### config.mk
export PLATFORM = sky130hd
export DESIGN_NAME = timekeeper_regfile
export DESIGN_NICKNAME = d
export VERILOG_FILES = /design/src/rtl/tkr_pkg.sv /design/src/rtl/tkr_index_port.sv /design/src/rtl/tkr_update_seq.sv /design/src/rtl/tkr_alarm_match.sv /design/src/rtl/timekeeper_regfile.sv
export SDC_FILE = /design/constraint.sdc
export NUM_CORES = 2
export LEC_CHECK = 0
export BUFFER_PORTS_ARGS = -buffer_cell sky130_fd_sc_hd__buf_4
export CAP_MARGIN = 5
export CORE_MARGIN = 1
export CORE_UTILIZATION = 63
export DETAILED_ROUTE_END_ITERATION = 16
export GPL_ROUTABILITY_DRIVEN = 0
export HOLD_SLACK_MARGIN = 0.08
export PLACE_DENSITY = 0.85
export SETUP_SLACK_MARGIN = 0.4
export SYNTH_ARGS = -nofsm -noshare
export SYNTH_HDL_FRONTEND = slang
export SYNTH_SLANG_ARGS = --single-unit
### constraint.sdc
create_clock -name clk -period 3.5 [get_ports clk]
set_clock_uncertainty 0.15 [all_clocks]
set_input_delay 0.35 -clock clk [delete_from_list [all_inputs] [get_ports clk]]
set_output_delay 0.35 -clock clk [all_outputs]
set_load 0.05 [all_outputs]
### src/rtl/tkr_pkg.sv
package tkr_pkg;
  // byte indices whose positions other logic decodes
  localparam int IX_SEC     = 0;
  localparam int IX_SEC_AL  = 1;
  localparam int IX_MIN     = 2;
  localparam int IX_MIN_AL  = 3;
  localparam int IX_HOUR    = 4;
  localparam int IX_HOUR_AL = 5;
  localparam int IX_WDAY    = 6;
  localparam int IX_MDAY    = 7;
  localparam int IX_MON     = 8;
  localparam int IX_YEAR    = 9;
  localparam int IX_CTLA    = 10;
  localparam int IX_CTLB    = 11;
  localparam int IX_FLAG    = 12;
  localparam int IX_STAT    = 13;

  localparam int NTIME   = 7;
  localparam int NALARM  = 3;

  // control A
  localparam int A_BUSY  = 7;
  localparam logic [2:0] OSC_RUN = 3'b010;
  // control B
  localparam int B_HOLD  = 7;
  localparam int B_PER   = 6;
  localparam int B_ALM   = 5;
  localparam int B_UPD   = 4;
  localparam int B_SQW   = 3;
  localparam int B_BIN   = 2;
  localparam int B_24H   = 1;
  // flag byte
  localparam int F_ANY   = 7;
  localparam int F_PER   = 6;
  localparam int F_ALM   = 5;
  localparam int F_UPD   = 4;

  // k-th time field -> byte index
  function automatic int time_slot(input int k);
    case (k)
      0:       return IX_SEC;
      1:       return IX_MIN;
      2:       return IX_HOUR;
      3:       return IX_WDAY;
      4:       return IX_MDAY;
      5:       return IX_MON;
      default: return IX_YEAR;
    endcase
  endfunction

  function automatic logic [7:0] rst_byte(input int ix);
    case (ix)
      IX_CTLA: return 8'h26;
      IX_CTLB: return 8'h02;
      IX_STAT: return 8'h80;
      default: return 8'h00;
    endcase
  endfunction
endpackage

### src/rtl/tkr_index_port.sv
module tkr_index_port #(
  parameter int unsigned IDX_W = 7,
  parameter int unsigned DW    = 8
) (
  input  logic             clk,
  input  logic             rst_n,
  input  logic             host_sel,
  input  logic             host_wr,
  input  logic             host_rd,
  input  logic [DW-1:0]    host_wdata,
  output logic [IDX_W-1:0] idx_q,
  output logic             data_wr,
  output logic             data_rd
);
  logic             idx_en;
  logic [IDX_W-1:0] idx_d;

  always_comb begin
    idx_en  = host_wr && !host_sel;
    idx_d   = host_wdata[IDX_W-1:0];
    data_wr = host_wr && host_sel;
    data_rd = host_rd && host_sel;
  end

  always_ff @(posedge clk or negedge rst_n) begin
    if (!rst_n) begin
      idx_q <= '0;
    end else if (idx_en) begin
      idx_q <= idx_d;
    end
  end


  idx_load_chk: assert property (@(posedge clk) disable iff (!rst_n)
    (host_wr && !host_sel) |=> (idx_q == $past(host_wdata[IDX_W-1:0])));
endmodule

### src/rtl/tkr_update_seq.sv
module tkr_update_seq #(
  parameter int unsigned CYCLES = 24400
) (
  input  logic clk,
  input  logic rst_n,
  input  logic tick,
  input  logic osc_ok,
  output logic start,
  output logic done,
  output logic busy
);
  localparam int unsigned CW = $clog2(CYCLES + 1);
  localparam logic [CW-1:0] LAST = CW'(CYCLES - 1);

  logic          busy_q, busy_d;
  logic [CW-1:0] cnt_q, cnt_d;
  logic          seq_en;

  always_comb begin
    start  = tick && osc_ok && !busy_q;
    done   = busy_q && (cnt_q == '0);
    busy_d = busy_q;
    cnt_d  = cnt_q;
    if (start) begin
      busy_d = 1'b1;
      cnt_d  = LAST;
    end else if (done) begin
      busy_d = 1'b0;
    end else if (busy_q) begin
      cnt_d  = cnt_q - 1'b1;
    end
    seq_en = start || busy_q;
  end

  always_ff @(posedge clk or negedge rst_n) begin
    if (!rst_n) begin
      busy_q <= 1'b0;
      cnt_q  <= '0;
    end else if (seq_en) begin
      busy_q <= busy_d;
      cnt_q  <= cnt_d;
    end
  end

  assign busy = busy_q;


  win_open_chk: assert property (@(posedge clk) disable iff (!rst_n)
    start |=> busy);

  win_close_chk: assert property (@(posedge clk) disable iff (!rst_n)
    $fell(busy) |-> $past(done));
endmodule

### src/rtl/tkr_alarm_match.sv
module tkr_alarm_match #(
  parameter int unsigned DW = 8,
  parameter int unsigned NF = 3
) (
  input  logic [NF-1:0][DW-1:0] alarm_b,
  input  logic [NF-1:0][DW-1:0] now_b,
  output logic                  hit
);
  logic [NF-1:0] fld_ok;

  for (genvar k = 0; k < NF; k++) begin : g_fld
    assign fld_ok[k] = (&alarm_b[k][DW-1:DW-2]) || (alarm_b[k] == now_b[k]);
  end

  assign hit = &fld_ok;
endmodule

### src/rtl/timekeeper_regfile.sv
module timekeeper_regfile
  import tkr_pkg::*;
#(
  parameter int unsigned IDX_W      = 7,
  parameter int unsigned DW         = 8,
  parameter int unsigned UIP_CYCLES = 24400
) (
  input  logic          clk,
  input  logic          rst_n,
  input  logic          host_sel,
  input  logic          host_wr,
  input  logic          host_rd,
  input  logic [DW-1:0] host_wdata,
  output logic [DW-1:0] host_rdata,
  input  logic          sec_tick,
  input  logic          per_pulse,
  input  logic [DW-1:0] cal_sec,
  input  logic [DW-1:0] cal_min,
  input  logic [DW-1:0] cal_hour,
  input  logic [DW-1:0] cal_wday,
  input  logic [DW-1:0] cal_mday,
  input  logic [DW-1:0] cal_mon,
  input  logic [DW-1:0] cal_year,
  output logic          irq_o,
  output logic [3:0]    cfg_rate,
  output logic          cfg_per_en,
  output logic          cfg_sqw_en,
  output logic          cfg_bin_mode,
  output logic          cfg_24h
);
  localparam int unsigned DEPTH = 1 << IDX_W;

  logic [DW-1:0]    mem_q [DEPTH];
  logic [DW-1:0]    mem_d [DEPTH];
  logic [DEPTH-1:0] mem_en;

  logic [IDX_W-1:0] idx_q;
  logic             data_wr, data_rd;
  logic             upd_start, upd_done, upd_busy;
  logic             alarm_hit;
  logic             osc_ok;
  logic [NTIME-1:0][DW-1:0]  now_f;
  logic [NALARM-1:0][DW-1:0] alarm_b, alarm_now;
  logic [DW-1:0]    ctl_a, ctl_b, flag_q;
  logic [DW-1:0]    flag_set;
  logic             c_clear;
  logic             busy_d;
  logic             irq_q, irq_d;

  tkr_index_port #(.IDX_W(IDX_W), .DW(DW)) u_port (
    .clk        (clk),
    .rst_n      (rst_n),
    .host_sel   (host_sel),
    .host_wr    (host_wr),
    .host_rd    (host_rd),
    .host_wdata (host_wdata),
    .idx_q      (idx_q),
    .data_wr    (data_wr),
    .data_rd    (data_rd)
  );

  assign ctl_a  = mem_q[IX_CTLA];
  assign ctl_b  = mem_q[IX_CTLB];
  assign flag_q = mem_q[IX_FLAG];
  assign osc_ok = (ctl_a[6:4] == OSC_RUN);

  tkr_update_seq #(.CYCLES(UIP_CYCLES)) u_seq (
    .clk    (clk),
    .rst_n  (rst_n),
    .tick   (sec_tick),
    .osc_ok (osc_ok),
    .start  (upd_start),
    .done   (upd_done),
    .busy   (upd_busy)
  );

  assign now_f = {cal_year, cal_mon, cal_mday, cal_wday, cal_hour, cal_min, cal_sec};
  assign alarm_b   = {mem_q[IX_HOUR_AL], mem_q[IX_MIN_AL], mem_q[IX_SEC_AL]};
  assign alarm_now = {cal_hour, cal_min, cal_sec};

  tkr_alarm_match #(.DW(DW), .NF(NALARM)) u_alarm (
    .alarm_b (alarm_b),
    .now_b   (alarm_now),
    .hit     (alarm_hit)
  );

  // event merge
  always_comb begin
    flag_set = '0;
    if (per_pulse && ctl_b[B_PER]) begin
      flag_set[F_ANY] = 1'b1;
      flag_set[F_PER] = 1'b1;
    end
    if (upd_done && ctl_b[B_ALM] && alarm_hit) begin
      flag_set[F_ANY] = 1'b1;
      flag_set[F_ALM] = 1'b1;
    end
    if (upd_done && ctl_b[B_UPD]) begin
      flag_set[F_ANY] = 1'b1;
      flag_set[F_UPD] = 1'b1;
    end
    c_clear = data_rd && (idx_q == IDX_W'(IX_FLAG));
    irq_d   = (irq_q && !c_clear) || flag_set[F_ANY];
  end

  // busy bit
  always_comb begin
    busy_d = ctl_a[A_BUSY];
    if (upd_start && !ctl_b[B_HOLD]) busy_d = 1'b1;
    if (upd_done) busy_d = 1'b0;
    if (data_wr && (idx_q == IDX_W'(IX_CTLB)) && host_wdata[B_HOLD]) busy_d = 1'b0;
  end

  // register space next state
  always_comb begin
    for (int i = 0; i < DEPTH; i++) begin
      mem_d[i]  = mem_q[i];
      mem_en[i] = 1'b0;
    end
    if (data_wr) begin
      case (int'(idx_q))
        IX_CTLA: begin
          mem_d[IX_CTLA][6:0] = host_wdata[6:0];
          mem_en[IX_CTLA]     = 1'b1;
        end
        IX_CTLB: begin
          mem_d[IX_CTLB] = host_wdata;
          if (host_wdata[B_HOLD]) mem_d[IX_CTLB][B_UPD] = 1'b0;
          mem_en[IX_CTLB] = 1'b1;
        end
        IX_FLAG, IX_STAT: ;
        default: begin
          mem_d[idx_q]  = host_wdata;
          mem_en[idx_q] = 1'b1;
        end
      endcase
    end
    if (upd_done && !ctl_b[B_HOLD]) begin
      for (int k = 0; k < NTIME; k++) begin
        mem_d[time_slot(k)]  = now_f[k];
        mem_en[time_slot(k)] = 1'b1;
      end
    end
    mem_d[IX_CTLA][A_BUSY] = busy_d;
    if (busy_d != ctl_a[A_BUSY]) mem_en[IX_CTLA] = 1'b1;
    mem_d[IX_FLAG]  = (c_clear ? '0 : flag_q) | flag_set;
    mem_en[IX_FLAG] = c_clear || (|flag_set);
  end

  always_ff @(posedge clk or negedge rst_n) begin
    if (!rst_n) begin
      for (int i = 0; i < DEPTH; i++) mem_q[i] <= DW'(rst_byte(i));
    end else begin
      for (int i = 0; i < DEPTH; i++) begin
        if (mem_en[i]) mem_q[i] <= mem_d[i];
      end
    end
  end

  always_ff @(posedge clk or negedge rst_n) begin
    if (!rst_n) begin
      irq_q <= 1'b0;
    end else if (c_clear || flag_set[F_ANY]) begin
      irq_q <= irq_d;
    end
  end

  assign irq_o        = irq_q;
  assign host_rdata   = host_sel ? mem_q[idx_q] : {DW{1'b1}};
  assign cfg_rate     = ctl_a[3:0];
  assign cfg_per_en   = ctl_b[B_PER];
  assign cfg_sqw_en   = ctl_b[B_SQW];
  assign cfg_bin_mode = ctl_b[B_BIN];
  assign cfg_24h      = ctl_b[B_24H];


  irq_has_flag_chk: assert property (@(posedge clk) disable iff (!rst_n)
    irq_o |-> flag_q[F_ANY]);

  stat_ro_chk: assert property (@(posedge clk) disable iff (!rst_n)
    (data_wr && idx_q == IDX_W'(IX_STAT)) |=> $stable(mem_q[IX_STAT]));

  rd_clear_chk: assert property (@(posedge clk) disable iff (!rst_n)
    (c_clear && flag_set == '0) |=> (!irq_o && flag_q == '0));

  hold_write_chk: assert property (@(posedge clk) disable iff (!rst_n)
    (data_wr && idx_q == IDX_W'(IX_CTLB) && host_wdata[B_HOLD])
      |=> (!ctl_a[A_BUSY] && !ctl_b[B_UPD]));

  upd_flag_chk: assert property (@(posedge clk) disable iff (!rst_n)
    (upd_done && ctl_b[B_UPD]) |=> (irq_o && flag_q[F_ANY] && flag_q[F_UPD]));

  set_beats_clear_chk: assert property (@(posedge clk) disable iff (!rst_n)
    (c_clear && flag_set[F_ANY]) |=> irq_o);
endmodule

# Word-level counts from Yosys, hierarchy flattened
# Index checks and enable logic that the tools add are counted.
[totals]
regBits = 1048
inputBits = 71
[op_classes]
n_mux = 79
n_lt_le_gt_ge = 32
n_addsub = 1
bitwise = 16
n_reduce_logical = 56
n_eq_ne = 10
[op_table]
columns = ["cell", "n"]
rows = [
  ["$bwmux W1024", 8],
  ["$mux W1024", 2],
  ["$mux W928", 1],
  ["$or A128 B128 Y128", 7],
  ["$demux W8 S7", 8],
  ["$mux W128", 2],
  ["$ge A32 B1 Y1 const B", 7],
  ["$ge A32 B8 Y1 const B", 7],
  ["$lt A32 B1 Y1 const B", 7],
  ["$lt A32 B9 Y1 const B", 7],
  ["$mux W32", 7],
  ["$not A32 Y32", 7],
  ["$mux W116", 1],
  ["$mux W8", 12],
  ["$mux W81", 1],
  ["$bmux W8 S7", 1],
  ["$demux W1 S7", 8],
  ["$mux W15", 3],
  ["$logic_and A1 B1 Y1", 32],
  ["$eq A7 B4 Y1 const B", 4],
  ["$eq A8 B8 Y1", 3],
  ["$mux W1", 19],
  ["$pmux W8 S2", 1],
  ["$logic_not A15 Y1", 1],
  ["21 further kinds", 38],
]

# Depth between registers and ports, before layout
[depth]
ltp_word = 17
mapped_depth = 11

# Cells and area by module
# Synthesis repeated with hierarchy kept, for this count alone.
[hier_totals]
hier_cells = 3382
hier_area_um2 = 49358.6
[by_module_without_submodules]
columns = ["mod", "seq_area_each_um2", "instances", "area_each_um2", "cells_each"]
rows = [
  ["timekeeper_regfile", 25555.8, 1, 47887.2, 3244],
  ["tkr_update_seq", 400.4, 1, 880.8, 86],
  ["tkr_index_port", 175.2, 1, 310.3, 18],
  ["tkr_alarm_match", 0.0, 1, 280.3, 34],
]

# Least setup slack after synthesis
# OpenSTA, ideal clock, no wires.
[synth_timing]
kind = "register -> output"
startpoint = "reg u_port.idx_q[0]"
endpoint = "out host_rdata[1]"
path_buffers = 5
path_stages_with_launch = 12
t_arrival_ps = 2886
path_slack_ps = 114
path_cell_list = "dfrtp_1 > buf_2 > buf_4 > buf_4 > buf_2 > buf_2 > mux2i_1 > a22oi_1 > nand3_1 > o211ai_1 > a21oi_1 > o2111ai_1"
[synth_via]
elab_chain_len = 5
[synth_lines]
columns = ["item", "line", "source"]
rows = [
  ["start: declaration", "tkr_index_port.sv:11", "output logic [IDX_W-1:0] idx_q,"],
  ["start signal: assignment", "tkr_index_port.sv:29", "idx_q <= idx_d;"],
  ["$not A7 Y8 (not written as such)", "timekeeper_regfile.sv:169", "assign host_rdata = host_sel ? mem_q[idx_q] : {DW{1'b1}};"],
  ["$bmux W8 S7", "timekeeper_regfile.sv:169", ""],
  ["$mux W8 (not written as such) (2 in series)", "timekeeper_regfile.sv:169", ""],
  ["$mux W8", "timekeeper_regfile.sv:169", ""],
  ["end: declaration", "timekeeper_regfile.sv:14", "output logic [DW-1:0] host_rdata,"],
]
# Every way passes these cells. The select of a mux whose other input is x is not followed.

# Worst setup path after layout
[layout_timing]
startpoint = "reg u_port.idx_q[0]"
endpoint = "out host_rdata[2]"
# The elaborated chain is that of the path after synthesis.

==> qor.txt <==
vias = 32.9k
worst-margin pin slew = 1.40 ns
# Max-Cap Violations = 0
first-pass GRT wire length = 217000 um
Clock Path Buffers = 3
synthesis-stage register bit count = 1044
Worst EP required = 3.00 ns
vias in the first global route = 35.2k
Final nets = 3770
TritonCTS clock tree = yes
# fillers = 4145
count of cell types in the netlist = 57
fmax = 251 MHz
drt drc = 0
RSZ-0062 raised after global routing = yes
Critical R2R Launch = u_port.idx_q[2]
R2R Setup Slk = 0.33 ns
Routed Antenna Nets = 0
outcome = complete, but fails checks
antenna violations before repair = 1
Post-DP HPWL = 87200 um
Area Growth Syn to Fin = 17.9%
Reg area = 26100 um^2
startpoint types = flip-flop
drt wl/cell = 29.7 um
GR Util All Layers = 36.7%
Num CTS Buffers = 104
DIE AREA = 78200 um^2
crit path kind = flip-flop to output port
Fin Hold WS = 0.0918 ns
crit end category = output port
Leak = 0.0266 uW
ys async rst share = 100%
Most used DFF post-synth = dfrtp_1
Post-synth EDFFs = 0
Core Rows = 101
sequential share of the synthesized area = 53.8%
failing checks = setup timing
Worst-Skew Late Latency = 0.69 ns
net count after synthesis = 3438
Root Driver = clkbuf_16
fin crit period = 3.98 ns
clk slew on worst S/H paths = 0.06 ns
Worst EP arrival = 3.48 ns
worst setup margin = -0.482 ns
port bufs = 87
starting density of the core = 63.8%
Final Max Slew Viols = 0
TritonRoute pass-1 iters = 9
Die Y = 280 um
dpl ws = 0.0691 ns
Core ar. = 76100 um^2
1st-iter DRT viols = 3979
WL final = 143000 um
footprint of the multi-input gates = 21800 um^2
commonest non-fill, non-tap cell in the layout = dfrtp_1
most frequent cells in the layout = dfrtp_1 (1035), mux2_2 (976), buf_4 (347)
synthesized cell area = 48500 um^2
maximum vdd drop = 0.000425 V
final hold viol count = 0
Finish-stage setup viols = 8
Syn. warnings = 0
largest net degree at the start of global routing = 151
Crit. Startpoint = u_port.idx_q[0]
Mapped Cells = 3365
Ports = 88
clk sinks = 1044
worst hold path type = primary input to asynchronous set/reset pin
Rel. slew slack = 6.73%
Crit Path Max Fanout = 7
PD cells = 548 nW/um^2
syn_area_per_cell = 14.4 um^2
share of cells above drive strength 1 = 49.5%
Die X = 280 um
DR vias/cell = 6.83
Tcrit/Tclk final = 114%
Crit Reg-Reg Endpoint = mem_q[548]
reg2reg path depth = 7
global route overflow = 0
H-tree depth = 3
-- per-stage QoR --
step | total power [uW] | utilization (%) | setup TNS (ns) | instance area (um^2) | instances
after floorplan | 17400 | - | 0 | 48600 | 3365
after global placement | 19100 | 68.4 | 0 | 52100 | 4517
after detailed placement | 19400 | 68.4 | 0 | 52100 | 4517
after CTS | 30900 | 74.4 | -3.46 | 56600 | 4791
after global routing | 32200 | 75.2 | -3.95 | 57200 | 4811
final | 31300 | 75.2 | -3.43 | 57200 | 4812
-- layer usage --
layer	global-route usage (%)	wire [um]	up-vias
li1	-	-	13000
met1	48.9	53100	17200
met2	56.5	67200	2051
met3	9.36	14600	591
met4	18.3	8160	2
met5	0	13	-
-- Yosys cell counts (7+ instances only) --
cell type  number  share of area, %
nand3_1        33              0.34
a21oi_1        34              0.35
buf_2          28              0.29
nor3_1         13              0.13
nor2b_1        10              0.13
o22ai_1        17              0.22
mux4_2        204               9.5
buf_4          19              0.29
clkbuf_1      187               1.4
o21ai_0        43              0.44
nand2b_1        9              0.12
nor2_1        149               1.2
xnor2_1        33              0.60
o21ai_1        51              0.53
nand4_1        10              0.13
o211ai_1       12              0.19
a22oi_1        40              0.62
inv_1           7             0.054
mux2i_1       213               4.4
buf_6           8              0.19
nand2_1       131               1.0
dfrtp_1      1039                54
buf_1          12             0.093
mux2_2        977                23
-- worst max-delay path, stage by stage (launching register included) --
cell	delay, ns
dfrtp_4	0.54
buf_12	0.15
buf_16	0.14
buf_12	0.14
mux4_2	0.45
nand2_2	0.12
a21oi_2	0.07
or4_4	0.54
o211ai_1	0.12
nand4_1	0.26
buf_6	0.25
-- worst max-delay path by stage --
| stage | end | cells after the start |
|---|---|---|
| after floorplan | host_rdata[2] | 9 |
| after global placement | host_rdata[4] | 11 |
| after detailed placement | host_rdata[4] | 11 |
| after CTS | host_rdata[2] | 10 |
| after global routing | host_rdata[3] | 11 |
| final | host_rdata[2] | 10 |
-- area by class of cell --
cell class | count | share of cell area [%]
diodes | 1 | 0.00437
clock buffers | 156 | 5.35
clock inverters | 34 | 0.652
inverters | 7 | 0.0503
multi-input cells | 2058 | 38.0
flip-flops and latches | 1044 | 45.7
well taps | 1030 | 2.25
repair buffers | 482 | 7.97
-- state kept, by name, summed over array words and instances, names as in the netlist, 4 cells and up --
register / flops
u_seq.cnt_q: 15
flag_q: 4
mem_q: 976
u_port.idx_q: 7
ctl_a: 8
ctl_b: 8
alarm_b: 24
-- repair_timing --
| action | in CTS | in global routing |
|---|---|---|
| gates cloned | 4 | 3 |
| endpoints found under the setup margin | 65 | 178 |
| endpoints found under the hold margin | 371 | 0 |
| resized for setup | 64 | 97 |
| buffers inserted | 20 | 17 |
| hold buffers | 60 | 0 |
| pin swaps | 12 | 19 |
-- cell families after synthesis --
family / count (synthesis) / share of synthesized area (%)
compound gates: 239 / 3.06
flops: 1044 / 53.8
xor+xnor: 36 / 0.650
fa+ha+maj: 2 / 0.0515
mux: 1394 / 36.5
buf+inv: 263 / 2.38
simple gates: 387 / 3.51
-- power breakdown --
part / leakage, uW / total [uW] / switching (uW) / internal [uW]
Sequential: 0.0142 / 14200 / 831 / 13300
Clock: 0.00169 / 11300 / 4860 / 6420
Combinational: 0.0107 / 5870 / 3020 / 2850
Note: power is estimated with default switching activity, not from simulation.
